==> src/rtl/pgbuf_pkg.sv <==
package pgbuf_pkg;
  typedef enum logic [1:0] {
    ST_IDLE,
    ST_COMMIT,
    ST_TIMING
  } cyc_state_e;
endpackage

==> src/rtl/pgbuf_latch.sv <==
module pgbuf_latch #(
  parameter int PAGE_BYTES = 16,
  parameter int DATA_W     = 8,
  localparam int SLOT_W    = $clog2(PAGE_BYTES)
) (
  input  logic                                clk_i,
  input  logic                                rst_ni,
  input  logic                                clr_all_i,
  input  logic                                ld_en_i,
  input  logic [SLOT_W-1:0]                   ld_slot_i,
  input  logic [DATA_W-1:0]                   ld_data_i,
  input  logic                                clr_en_i,
  input  logic [SLOT_W-1:0]                   clr_slot_i,
  output logic [PAGE_BYTES-1:0][DATA_W-1:0]   page_data_o,
  output logic [PAGE_BYTES-1:0]               mask_o
);

  for (genvar g = 0; g < PAGE_BYTES; g++) begin : g_slot
    logic hit_ld, hit_clr;
    assign hit_ld  = ld_en_i  && (ld_slot_i  == SLOT_W'(g));
    assign hit_clr = clr_en_i && (clr_slot_i == SLOT_W'(g));

    always_ff @(posedge clk_i or negedge rst_ni) begin
      if (!rst_ni) begin
        mask_o[g] <= 1'b0;
      end else if (clr_all_i || hit_clr) begin
        mask_o[g] <= 1'b0;
      end else if (hit_ld) begin
        mask_o[g] <= 1'b1;
      end
    end

    always_ff @(posedge clk_i or negedge rst_ni) begin
      if (!rst_ni) begin
        page_data_o[g] <= '0;
      end else if (hit_ld) begin
        page_data_o[g] <= ld_data_i;
      end
    end
  end

endmodule

==> src/rtl/pgbuf_timer.sv <==
module pgbuf_timer #(
  parameter int WC_CYCLES = 500000,
  localparam int CNT_W    = $clog2(WC_CYCLES + 1)
) (
  input  logic clk_i,
  input  logic rst_ni,
  input  logic load_i,
  output logic done_o
);

  logic [CNT_W-1:0] cnt_q;

  always_ff @(posedge clk_i or negedge rst_ni) begin
    if (!rst_ni) begin
      cnt_q <= '0;
    end else if (load_i) begin
      cnt_q <= CNT_W'(WC_CYCLES - 1);
    end else if (cnt_q != '0) begin
      cnt_q <= cnt_q - 1'b1;
    end
  end

  assign done_o = (cnt_q == '0);

endmodule

==> src/rtl/pgbuf_commit.sv <==
module pgbuf_commit
  import pgbuf_pkg::*;
#(
  parameter int ADDR_W     = 10,
  parameter int PAGE_BYTES = 16,
  parameter int DATA_W     = 8,
  parameter int WC_CYCLES  = 500000,
  localparam int SLOT_W    = $clog2(PAGE_BYTES),
  localparam int PAGE_W    = ADDR_W - SLOT_W
) (
  input  logic                              clk_i,
  input  logic                              rst_ni,
  input  logic                              go_i,
  input  logic [PAGE_W-1:0]                 page_i,
  input  logic [PAGE_BYTES-1:0]             mask_i,
  input  logic [PAGE_BYTES-1:0][DATA_W-1:0] page_data_i,
  output logic                              clr_en_o,
  output logic [SLOT_W-1:0]                 clr_slot_o,
  output logic                              busy_o,
  output logic                              mem_we_o,
  output logic [ADDR_W-1:0]                 mem_addr_o,
  output logic [DATA_W-1:0]                 mem_wdata_o
);

  cyc_state_e          state_q, state_d;
  logic [SLOT_W-1:0]   sel;
  logic [PAGE_BYTES-1:0] sel_oh;
  logic                last_one;
  logic                tmr_load, tmr_done;

  // lowest loaded slot drains first
  always_comb begin
    sel = '0;
    for (int i = PAGE_BYTES - 1; i >= 0; i--) begin
      if (mask_i[i]) sel = SLOT_W'(i);
    end
  end

  assign sel_oh   = PAGE_BYTES'(1) << sel;
  assign last_one = ((mask_i & ~sel_oh) == '0);

  always_comb begin
    state_d  = state_q;
    tmr_load = 1'b0;
    unique case (state_q)
      ST_IDLE:   if (go_i) state_d = ST_COMMIT;
      ST_COMMIT: if (last_one) begin
                   state_d  = ST_TIMING;
                   tmr_load = 1'b1;
                 end
      ST_TIMING: if (tmr_done) state_d = ST_IDLE;
      default:   state_d = ST_IDLE;
    endcase
  end

  always_ff @(posedge clk_i or negedge rst_ni) begin
    if (!rst_ni) state_q <= ST_IDLE;
    else         state_q <= state_d;
  end

  pgbuf_timer #(.WC_CYCLES(WC_CYCLES)) u_timer (
    .clk_i  (clk_i),
    .rst_ni (rst_ni),
    .load_i (tmr_load),
    .done_o (tmr_done)
  );

  assign busy_o      = (state_q != ST_IDLE);
  assign mem_we_o    = (state_q == ST_COMMIT) && (mask_i != '0);
  assign mem_addr_o  = {page_i, sel};
  assign mem_wdata_o = page_data_i[sel];
  assign clr_en_o    = mem_we_o;
  assign clr_slot_o  = sel;

endmodule

==> src/rtl/pgbuf_top.sv <==
module pgbuf_top #(
  parameter int ADDR_W     = 10,
  parameter int PAGE_BYTES = 16,
  parameter int DATA_W     = 8,
  parameter int WC_CYCLES  = 500000,
  localparam int SLOT_W    = $clog2(PAGE_BYTES),
  localparam int PAGE_W    = ADDR_W - SLOT_W
) (
  input  logic              clk_i,
  input  logic              rst_ni,
  input  logic              start_i,
  input  logic [ADDR_W-1:0] start_addr_i,
  input  logic              byte_vld_i,
  input  logic [DATA_W-1:0] byte_i,
  input  logic              stop_i,
  input  logic              wp_i,
  output logic              busy_o,
  output logic              mem_we_o,
  output logic [ADDR_W-1:0] mem_addr_o,
  output logic [DATA_W-1:0] mem_wdata_o,
  output logic [ADDR_W-1:0] cur_addr_o
);

  logic [ADDR_W-1:0]                 addr_q;
  logic                              start_acc, stop_acc, byte_acc, go;
  logic [PAGE_BYTES-1:0]             mask;
  logic [PAGE_BYTES-1:0][DATA_W-1:0] page_data;
  logic                              clr_en;
  logic [SLOT_W-1:0]                 clr_slot;

  // priority: start > stop > byte; all ignored while busy
  assign start_acc = start_i & ~busy_o;
  assign stop_acc  = stop_i & ~busy_o & ~start_i;
  assign byte_acc  = byte_vld_i & ~busy_o & ~wp_i & ~start_i & ~stop_i;
  assign go        = stop_acc & (mask != '0);

  always_ff @(posedge clk_i or negedge rst_ni) begin
    if (!rst_ni) begin
      addr_q <= '0;
    end else if (start_acc) begin
      addr_q <= start_addr_i;
    end else if (byte_acc) begin
      addr_q[SLOT_W-1:0] <= addr_q[SLOT_W-1:0] + 1'b1;
    end
  end

  pgbuf_latch #(
    .PAGE_BYTES (PAGE_BYTES),
    .DATA_W     (DATA_W)
  ) u_latch (
    .clk_i       (clk_i),
    .rst_ni      (rst_ni),
    .clr_all_i   (start_acc),
    .ld_en_i     (byte_acc),
    .ld_slot_i   (addr_q[SLOT_W-1:0]),
    .ld_data_i   (byte_i),
    .clr_en_i    (clr_en),
    .clr_slot_i  (clr_slot),
    .page_data_o (page_data),
    .mask_o      (mask)
  );

  pgbuf_commit #(
    .ADDR_W     (ADDR_W),
    .PAGE_BYTES (PAGE_BYTES),
    .DATA_W     (DATA_W),
    .WC_CYCLES  (WC_CYCLES)
  ) u_commit (
    .clk_i       (clk_i),
    .rst_ni      (rst_ni),
    .go_i        (go),
    .page_i      (addr_q[ADDR_W-1:SLOT_W]),
    .mask_i      (mask),
    .page_data_i (page_data),
    .clr_en_o    (clr_en),
    .clr_slot_o  (clr_slot),
    .busy_o      (busy_o),
    .mem_we_o    (mem_we_o),
    .mem_addr_o  (mem_addr_o),
    .mem_wdata_o (mem_wdata_o)
  );

  assign cur_addr_o = addr_q;

endmodule

==> config.mk <==
export PLATFORM = sky130hd
export DESIGN_NAME = pgbuf_top
export DESIGN_NICKNAME = d
export VERILOG_FILES = /design/src/rtl/pgbuf_pkg.sv /design/src/rtl/pgbuf_latch.sv /design/src/rtl/pgbuf_timer.sv /design/src/rtl/pgbuf_commit.sv /design/src/rtl/pgbuf_top.sv
export SDC_FILE = /design/constraint.sdc
export NUM_CORES = 1
export LEC_CHECK = 0
export BUFFER_PORTS_ARGS = -buffer_cell sky130_fd_sc_hd__buf_4
export CAP_MARGIN = 20
export CORE_ASPECT_RATIO = 0.9
export CORE_UTILIZATION = 35
export DETAILED_ROUTE_END_ITERATION = 8
export SLEW_MARGIN = 15
export SYNTH_ARGS = -nofsm -noshare
export SYNTH_HDL_FRONTEND = slang
export SYNTH_SLANG_ARGS = --single-unit
==> constraint.sdc <==
create_clock -name clk_i -period 9.1 [get_ports clk_i]
set_input_delay 0.91 -clock clk_i [delete_from_list [all_inputs] [get_ports clk_i]]
set_output_delay 0.91 -clock clk_i [all_outputs]
set_load 0.01 [all_outputs]
# After elaboration in Yosys (flattened, before gate mapping)
# Index checks and enable logic that the tools add are counted.
dict set report classes {
  n_eq_ne 35
  multipliers 0
  mux 60
  shift 1
  order_cmp 1
  n_div 0
  reduce_logical 76
  bitwise_logic 14
  n_addsub 2
}
# operator n
set ops {}
lappend ops {{4-bit two-way mux} 18}
lappend ops {{4-bit == test, second input constant} 16}
lappend ops {{19-bit two-way mux} 2}
lappend ops {{2-bit nonzero test} 19}
lappend ops {{1-bit two-way mux} 34}
lappend ops {{1-bit logical AND} 33}
lappend ops {{8-bit binary-select mux with 4-bit select} 1}
lappend ops {{4-bit by 3-bit == test with 1-bit output, second input constant} 8}
lappend ops {{19-bit logical NOT} 1}
lappend ops {{19-bit nonzero test} 1}
lappend ops {{19-bit by 1-bit subtractor with 19-bit output, second input constant} 1}
lappend ops {{16-bit AND} 1}
lappend ops {{4-bit by 2-bit == test with 1-bit output, second input constant} 4}
lappend ops {{16-bit logical NOT} 1}
lappend ops {{1-bit logical OR} 16}
lappend ops {{16-bit NOT} 1}
lappend ops {{16-bit nonzero test} 1}
lappend ops {{1-bit by 4-bit << shifter with 16-bit output, first input constant} 1}
lappend ops {{1-bit AND} 8}
lappend ops {{4-bit by 1-bit == test with 1-bit output, second input constant} 2}
lappend ops {{4-bit logical NOT} 2}
lappend ops {{8-bit two-way mux} 1}
lappend ops {{2-bit two-way mux} 3}
lappend ops {{2-bit case mux with 3 select lines} 1}
lappend ops {{9 further kinds} 13}
dict set report totals {
  mem_bits_rw 0
  rom_bits 0
  latchBits 0
  output_inout_bits 30
  regBits 175
  input_bits 24
  mem_count 0
}

# Logic depth before layout (Yosys ltp)
# Gate-level depths: netlist of the first run.
dict set report depth {
  word_depth 23
  mapped_depth 12
}

# Cells and area by module
# From an unflattened synthesis of the first run, not the netlist that was laid out.
dict set report unflattened {
  cells_unflattened 822
  area_unflattened_um2 8967.4
}
# mod area_each_um2 n_inst seq_area_each_um2 cells_each
set modules_own_cells {}
lappend modules_own_cells {pgbuf_latch 5554.1 1 3603.5 356}
lappend modules_own_cells {pgbuf_commit 1803.0 1 50.0 291}
lappend modules_own_cells {pgbuf_timer 1082.3 1 475.5 115}
lappend modules_own_cells {pgbuf_top 528.0 1 250.2 60}

# Worst setup path after synthesis of the first run
# No wires, ideal clock.
dict set report synth_timing {
  kind {flip-flop to output port}
  from {register u_latch.mask_o[5]}
  to {output port mem_wdata_o[0]}
  required_time_ps 8190
  t_arrival_ps 2804
  setup_slack_ps 5386
  path_stages_with_launch 11
  path_cell_list {dfrtp_1 inv_2 a221o_1 a2111oi_2 or2_1 buf_6 buf_4 mux2_2 a222oi_1 nor2_1 or3_1}
}
dict set report synth_between {
  elab_chain_len 8
}
# element line_no
set synth_rtl {}
lappend synth_rtl {{start, declared} pgbuf_latch.sv:15} ;# output logic [PAGE_BYTES-1:0] mask_o
lappend synth_rtl {{start signal, assigned by index} pgbuf_latch.sv:25} ;# mask_o[g] <= 1'b0;
lappend synth_rtl {{start signal, assigned by index} pgbuf_latch.sv:27} ;# mask_o[g] <= 1'b0;
lappend synth_rtl {{start signal, assigned by index} pgbuf_latch.sv:29} ;# mask_o[g] <= 1'b1;
lappend synth_rtl {{4-bit two-way mux (6 in series)} pgbuf_commit.sv:35} ;# if (mask_i[i]) sel = SLOT_W'(i);
lappend synth_rtl {{net mem_addr_o[0]} pgbuf_top.sv:19} ;# output logic [ADDR_W-1:0] mem_addr_o,
lappend synth_rtl {{8-bit binary-select mux with 4-bit select} pgbuf_commit.sv:71} ;# assign mem_wdata_o = page_data_i[sel];
lappend synth_rtl {{8-bit two-way mux (not written as such)} pgbuf_commit.sv:71}
lappend synth_rtl {{end, declared} pgbuf_top.sv:20} ;# output logic [DATA_W-1:0] mem_wdata_o,
# The timed path passes the listed nets, and every way through them passes these cells. The select of a mux whose other input is x is not followed.

# Worst setup path in the final report of the first run
dict set report layout_timing {
  from {register u_latch.mask_o[5]}
  to {output port mem_wdata_o[1]}
}
dict set report layout_between {
  elab_chain_len 8
}
# element line_no
set layout_rtl {}
lappend layout_rtl {{4-bit two-way mux (6 in series)} pgbuf_commit.sv:35}
lappend layout_rtl {{8-bit binary-select mux with 4-bit select} pgbuf_commit.sv:71}
lappend layout_rtl {{8-bit two-way mux (not written as such)} pgbuf_commit.sv:71}
# No other way between the ends. The select of a mux whose other input is x is not followed.

==> results.py, run 1 <==
metrics = {
    "global_routing": {
        "overflow": 0,
        "antenna_found_initial": 0,
        "grt_pass1_vias": 6574,
        "grt_max_degree": 101,
        "grt_pass1_wl_um": 38570,
        "track_usage_pct": 20.38,
    },
    "logic_synthesis": {
        "synth.most_common_cell": "nand2_1",
        "synth.top_cell.area_share_pct": 51.78,
        "ys_ff_latch": 175,
        "synth_nets": 904,
        "async_flop_share_pct": 100.0,
        "syn_area_um2": 8457,
        "synthTopCellsByArea": "dfrtp_1 52%, nand2_1 13%, mux2_2 9.1%",
        "yosys.area.top_type": "dfrtp_1",
        "synth-main-ff-cell": "dfrtp_1",
        "synth-seq-area-share_pct": 51.78,
        "synth_cell_types": 62,
        "syn_inst": 875,
        "ys_top_cells_by_count": "283 x nand2_1, 175 x dfrtp_1, 68 x mux2_2, 32 x nor2_1",
        "avgSynthCellArea_um2": 9.665,
        "synth_edf_count": 0,
        "synth_warnings": 0,
    },
    "placed_design": {
        "placed_cell_area_um2": 9075,
        "pre_cts_ws_ps": 4723,
        "port_buffers": 53,
        "gp_congestion": 0.9052,
        "post-dp-hpwl_um": 15650,
    },
    "worst_setup_path": {
        "crit_top_cell": "buf_4",
        "cp_top_family": "compound AO/OA/AOI/OAI gates",
        "cp-end-kind": "output pin",
        "cp-start-kind": "register",
        "path_max_fanout": 27,
        "crit_chain": "inv_2, a221o_1, a2111oi_2, or2_1, buf_4, and2_0, a22oi_1, a21oi_1, or3_1, buf_4",
        "worstSetupPathType": "register to output pin",
        "path_buf_inv": 3,
        "critPathMaxStageDelay_ps": 840,
        "slowest_stage": "and2_0",
        "cp.required_ps": 8190,
        "cp.arrival_ps": 4000,
    },
    "clocking": {
        "clk_path_buf_depth": 2,
        "cts_setup_buffers": 0,
        "clk_pin_slew_worst_paths_ps": 70,
        "cts.sinks": 175,
        "cts_made_buffers": 17,
        "postCtsHoldBufs": 0,
        "cts_tree": "built",
        "cts_root_buf": "clkbuf_16",
        "clkLatencyLatePin_ps": 440,
        "ctsResizeCount": 0,
        "htreeDepth": 4,
    },
    "power": {
        "p_int_uw": 1678,
        "p_comb_share_pct": 28.3,
        "powerDensity_nw_per_um2": 271.8,
        "p_leak_uw": 0.004730,
        "seqPwrFrac_pct": 43.0,
        "netSwitchingPower_uw": 962.0,
        "peakVddDrop_v": 0.0001378,
        "power_frac_clock_pct": 28.6,
        "switching_share_pct": 36.45,
    },
    "sta": {
        "finalHoldViolCount": 0,
        "clock-skew-final_ps": 14.22,
        "setup_ws_ps": 4190,
        "setup_violations": 0,
        "max_freq_mhz": 203.7,
        "tns_ps": 0,
        "rsz0062_at_grt": "no",
        "final.period_utilization_pct": 53.95,
        "slew_viol_final": 0,
        "slew-limit-headroom_pct": 34.40,
        "worstMarginPinSlew_ps": 978.1,
        "layout_min_cycle_time_ps": 4910,
    },
    "cells_and_area": {
        "num-nets-final": 936,
        "antenna_cells": 0,
        "nFillCells": 2326,
        "regArea_um2": 4379,
        "drive_gt1_share_pct": 20.65,
        "final_util_pct": 41.25,
        "design_area_um2": 9712,
        "area_growth_pct": 14.84,
        "multi_input_area_um2": 3777,
    },
    "hold_path": {
        "hold_path_class": "register to register",
    },
    "floorplan": {
        "die_y_um": 149.5,
        "start_util_pct": 35.92,
        "io_pins": 54,
        "core_area_um2": 23540,
        "die_area_um2": 24790,
        "rows": 53,
        "fp.dieW_um": 165.9,
    },
    "flow_run": {
        "maxCapViolations": 0,
    },
    "detailed_routing": {
        "drcViolationCount": 8,
        "drtPass1Iterations": 8,
        "vias": 6770,
        "via_per_inst": 5.540,
        "wl_um": 23970,
        "route.detailed.wl_per_inst_um": 19.62,
        "ant_nets": 0,
        "first_iter_violations": 858,
    },
    "run_status": {
        "violations": "design-rule violations",
        "status": "finished, violations left",
    },
}
## power by group through the flow
stage               Clock, µW  Sequential [µW]  Combinational, µW
detailed placement          0             1140                742
global placement            0             1140                729
global route              800             1160                828
finish                    756             1140                748
floorplan                   0             1110                526
CTS                       771             1130                745
## cells in the final DEF (no fill, tap or decap), types with 7 or more instances in the layout
cell type | netlist | final
a21oi_1 | 24 | 24
a222oi_1 | 27 | 27
a22oi_1 | 18 | 18
a31oi_1 | 16 | 15
buf_4 | 7 | 59
clkbuf_16 | 0 | 17
clkinv_1 | 11 | 11
clkinv_8 | 0 | 7
dfrtp_1 | 175 | 175
inv_1 | 13 | 13
mux2_2 | 68 | 68
nand2_1 | 283 | 283
nand2_2 | 10 | 10
nand3_1 | 14 | 14
nor2_1 | 32 | 32
nor3_1 | 10 | 9
nor4_1 | 7 | 7
o21ai_0 | 15 | 15
o22ai_1 | 8 | 8
or3_1 | 8 | 8
xnor2_1 | 11 | 11
## metal layers
metal  vias to the layer above  part of all wire, %  track usage [%]
li1                       3113                    -                -
met1                      3367                   46            28.70
met2                       272                   45            31.42
met3                        18                  8.2            5.237
met4                         0                  1.1            4.766
met5                         -                    0                0
## final timing paths
kind                                                 startpoint                                endpoint  slack (ps)  cells after the start
worst max-delay path              u_latch.mask_o[5]$_DFFE_PN0P_                          mem_wdata_o[1]        4190                     10
worst min register to register  u_commit.state_q[1]$_DFFE_PN0P_         u_commit.state_q[0]$_DFFE_PN0P_         480                      1
worst min-delay path            u_commit.state_q[1]$_DFFE_PN0P_         u_commit.state_q[0]$_DFFE_PN0P_         480                      1
max in group asynchronous                                rst_ni     u_latch.page_data_o[98]$_DFFE_PN0P_        6970                      2
min in group asynchronous                                rst_ni               cur_addr_o[8]$_DFFE_PN0P_         590                      1
worst max register to register    u_latch.mask_o[3]$_DFFE_PN0P_  u_commit.u_timer.cnt_q[16]$_DFFE_PN0P_        5380                      8
## sequential cells by signal, indices dropped and copies added, names as in the netlist
register                count
u_latch.mask_o             16
u_latch.page_data_o       128
u_commit.u_timer.cnt_q     19
cur_addr_o                 10
u_commit.state_q            2
## final cells by class
| class | instances | area share [%] |
|---|---|---|
| flip-flops and latches | 175 | 45.09 |
| multi-input cells | 628 | 38.89 |
| clock inverters | 15 | 2.100 |
| clock buffers | 17 | 4.380 |
| repair buffers | 60 | 4.677 |
| well taps | 302 | 3.891 |
| inverters | 25 | 0.9662 |
## logic make-up after synthesis
group                      Yosys count  share of synthesized area, %
AOI/OAI and AO/OA                  134                         11.72
xor gates and xnor gates            17                         1.761
adders and majority gates            6                        0.8581
buffers and inverters               72                         3.980
DFF                                175                         51.78
muxes                               68                         9.055
and+or+nand+nor                    403                         20.85
## per-stage QoR
| step | total power (µW) | std cells | hold WS, ps |
|---|---|---|---|
| CTS | 2649 | 1221 | 479.7 |
| floorplan | 1631 | 875 | 438.3 |
| global route | 2790 | 1222 | 498.2 |
| global placement | 1873 | 1189 | 453.1 |
| detailed placement | 1887 | 1189 | 459.6 |
| finish | 2640 | 1222 | 478.1 |
No activity file was read; power rests on OpenSTA's default activity.
==> inputs of run 2 (changes only) <==
ABC_AREA = 1   (was unset)
clock period = 4.9 ns   (was 9.1 ns; I/O delays follow)
==> results.py, run 2 <==
metrics = {
    "run_status": {
        "status": "finished, violations left",
        "violations": "design-rule violations",
    },
    "clocking": {
        "clk_pin_slew_worst_paths_ps": 70,
        "cts_root_buf": "clkbuf_16",
        "cts_setup_buffers": 0,
        "clk_path_buf_depth": 2,
        "htreeDepth": 4,
        "ctsResizeCount": 0,
        "cts_tree": "built",
        "postCtsHoldBufs": 0,
        "clkLatencyLatePin_ps": 450,
        "cts_made_buffers": 17,
        "cts.sinks": 175,
    },
    "floorplan": {
        "start_util_pct": 35.99,
        "core_area_um2": 23610,
        "die_y_um": 149.8,
        "io_pins": 54,
        "die_area_um2": 24910,
        "fp.dieW_um": 166.2,
        "rows": 53,
    },
    "detailed_routing": {
        "via_per_inst": 4.996,
        "first_iter_violations": 673,
        "vias": 7149,
        "drtPass1Iterations": 7,
        "drcViolationCount": 6,
        "route.detailed.wl_per_inst_um": 15.79,
        "wl_um": 22590,
        "ant_nets": 0,
    },
    "cells_and_area": {
        "area_growth_pct": 14.09,
        "final_common_cell": "nand2_1",
        "regMostFlops": "u_latch.page_data_o",
        "num-nets-final": 1145,
        "largest_register_ffs": 128,
        "regArea_um2": 4379,
        "nFillCells": 2397,
        "multi_input_area_um2": 3438,
        "antenna_cells": 0,
        "reg.largest.list": "u_latch.page_data_o (128), u_commit.u_timer.cnt_q (19), u_latch.mask_o (16)",
        "drive_gt1_share_pct": 11.16,
        "final_cell_mix": "404 x nand2_1, 175 x dfrtp_1, 139 x o21ai_0, 106 x inv_1, 60 x buf_4",
    },
    "global_routing": {
        "track_usage_pct": 19.21,
        "grt_max_degree": 105,
        "antenna_found_initial": 0,
        "overflow": 0,
        "grt_pass1_wl_um": 37090,
        "grt_pass1_vias": 6764,
    },
    "worst_setup_path": {
        "worstSetupPathType": "register to output pin",
        "path_max_fanout": 22,
        "ff2ff_setup_slack_ps": 2150,
        "cp.arrival_ps": 3430,
        "reg2reg_depth": 17,
        "reg2reg_from": "u_latch.mask_o[15]$_DFFE_PN0P_",
        "cp-end-kind": "output pin",
        "cp-start-kind": "register",
        "cp.required_ps": 4410,
        "r2r_end": "u_commit.u_timer.cnt_q[11]$_DFFE_PN0P_",
    },
    "logic_synthesis": {
        "synth-main-ff-cell": "dfrtp_1",
        "syn_inst": 1087,
        "synth.most_common_cell": "nand2_1",
        "ys_ff_latch": 175,
        "synthTopCellsByArea": "dfrtp_1 52%, nand2_1 18%, o21ai_0 8.2%",
        "synth-seq-area-share_pct": 51.54,
        "synth_nets": 1116,
        "synth_edf_count": 0,
        "avgSynthCellArea_um2": 7.817,
        "synth.top_cell.area_share_pct": 51.54,
        "synth_cell_types": 35,
        "ys_top_cells_by_count": "404 x nand2_1, 175 x dfrtp_1, 139 x o21ai_0, 106 x inv_1, 57 x nor2_1",
        "synth_warnings": 0,
        "syn_area_um2": 8497,
        "yosys.area.top_type": "dfrtp_1",
        "async_flop_share_pct": 100.0,
    },
    "flow_run": {
        "maxCapViolations": 0,
    },
    "placed_design": {
        "port_buffers": 53,
        "post-dp-hpwl_um": 14790,
        "gp_congestion": 0.8441,
    },
    "power": {
        "p_leak_uw": 0.004694,
        "power_uw": 2924,
        "powerDensity_nw_per_um2": 301.7,
        "peakVddDrop_v": 0.0002115,
    },
    "sta": {
        "setup_violations": 0,
        "slew_viol_final": 0,
        "max_freq_mhz": 255.3,
        "worstMarginPinSlew_ps": 988.5,
        "final.period_utilization_pct": 79.94,
        "tns_ps": 0,
        "rsz0062_at_grt": "no",
        "layout_min_cycle_time_ps": 3917,
        "clock-skew-final_ps": 13.70,
        "slew-limit-headroom_pct": 34.10,
        "finalHoldViolCount": 0,
    },
    "hold_path": {
        "hold_path_class": "input pin to asynchronous set/reset pin",
    },
}
run 2: cell count changes in the layout (fill, tap and decap cells not counted), sizes merged, moves of 15 or more:
cell,delta
o21ai,+126
nand2,+124
inv,+98
mux2,-68
nand4,+44
nor2,+29
a222oi,-27
a22oi,-18
a31oi,-15
run 2: worst max path at each step:
stage                endpoint                      startpoint  slack (ps)
2_1_floorplan  mem_wdata_o[2]  u_latch.mask_o[14]$_DFFE_PN0P_        2400
3_3_place_gp   mem_wdata_o[1]  u_latch.mask_o[15]$_DFFE_PN0P_        1500
3_5_place_dp   mem_wdata_o[5]  u_latch.mask_o[14]$_DFFE_PN0P_        1440
4_1_cts        mem_wdata_o[4]  u_latch.mask_o[15]$_DFFE_PN0P_         940
5_1_grt        mem_wdata_o[4]  u_latch.mask_o[14]$_DFFE_PN0P_         630
6_report       mem_wdata_o[5]  u_latch.mask_o[14]$_DFFE_PN0P_         980
run 2: layer usage:
metal  up-vias  global-route usage [%]  share of wire [%]
met1      3417                   27.15                 49
met5         -                       0                  0
met2       207                   29.39                 44
met4         0                   5.648                1.2
li1       3507                       -                  -
met3        18                   4.390                6.2
run 2: cell families (layout without fill, tap and decap cells):
| kind of cell | count (synthesis) | after routing | synth area share [%] |
|---|---|---|---|
| buffers and inverters | 166 | 208 | 8.025 |
| AND/OR/NAND/NOR | 557 | 557 | 27.42 |
| adder cells (fa/ha/maj) | 5 | 5 | 0.7363 |
| XOR/XNOR | 16 | 16 | 1.649 |
| flip-flops | 175 | 175 | 51.54 |
| AO/OA/AOI/OAI | 168 | 168 | 10.63 |
run 2: critical path, cell delays in order, from the launching register on:
cell and delay (ps):
dfrtp_1 390, inv_1 80, nand2_1 60, nand2_1 50, nand2_1 40, nand2_1 50
nand2_1 40, nand2_1 50, nand2_1 50, nand2_1 50, nand2_1 40, nand2_1 50
nand2_1 60, nand2_2 110, nand2_4 100, nand2_2 120, nand2_2 90, nor2_2 490
buf_4 410, nand2_1 90, nand4_1 100, nand2_1 70, nand2_1 60, inv_1 40
nand2_1 120, buf_4 140
run 2: report_power, final:
| group | switching, µW | internal, µW | leakage [µW] | total (µW) |
|---|---|---|---|---|
| Sequential | 5.22 | 1450 | 0.00236 | 1450 |
| Clock | 647 | 733 | 0.000284 | 1380 |
| Combinational | 64.7 | 27.5 | 0.00205 | 92.2 |
| Total | 717 | 2210 | 0.00469 | 2920 |
run 2: metrics by stage:
step           cells  hold WS, ps  cell area [µm²]  utilization [%]  setup WS, ps
2_1_floorplan   1087        194.4             8497                -          2401
3_3_place_gp    1398        465.9             9097            38.54          1502
3_5_place_dp    1398        473.0             9097            38.54          1441
4_1_cts         1430        228.3             9687            41.03         936.8
5_1_grt         1431        235.0             9694            41.06         630.2
6_report        1431        182.5             9694            41.06         983.1
run 2: area by class of cell:
| type | count | share of cell area, % |
|---|---|---|
| flip-flops and latches | 175 | 45.17 |
| multi-input cells | 746 | 35.47 |
| repair buffers | 62 | 4.969 |
| clock buffers | 18 | 4.530 |
| inverters | 114 | 4.414 |
| well taps | 302 | 3.898 |
| clock inverters | 14 | 1.549 |
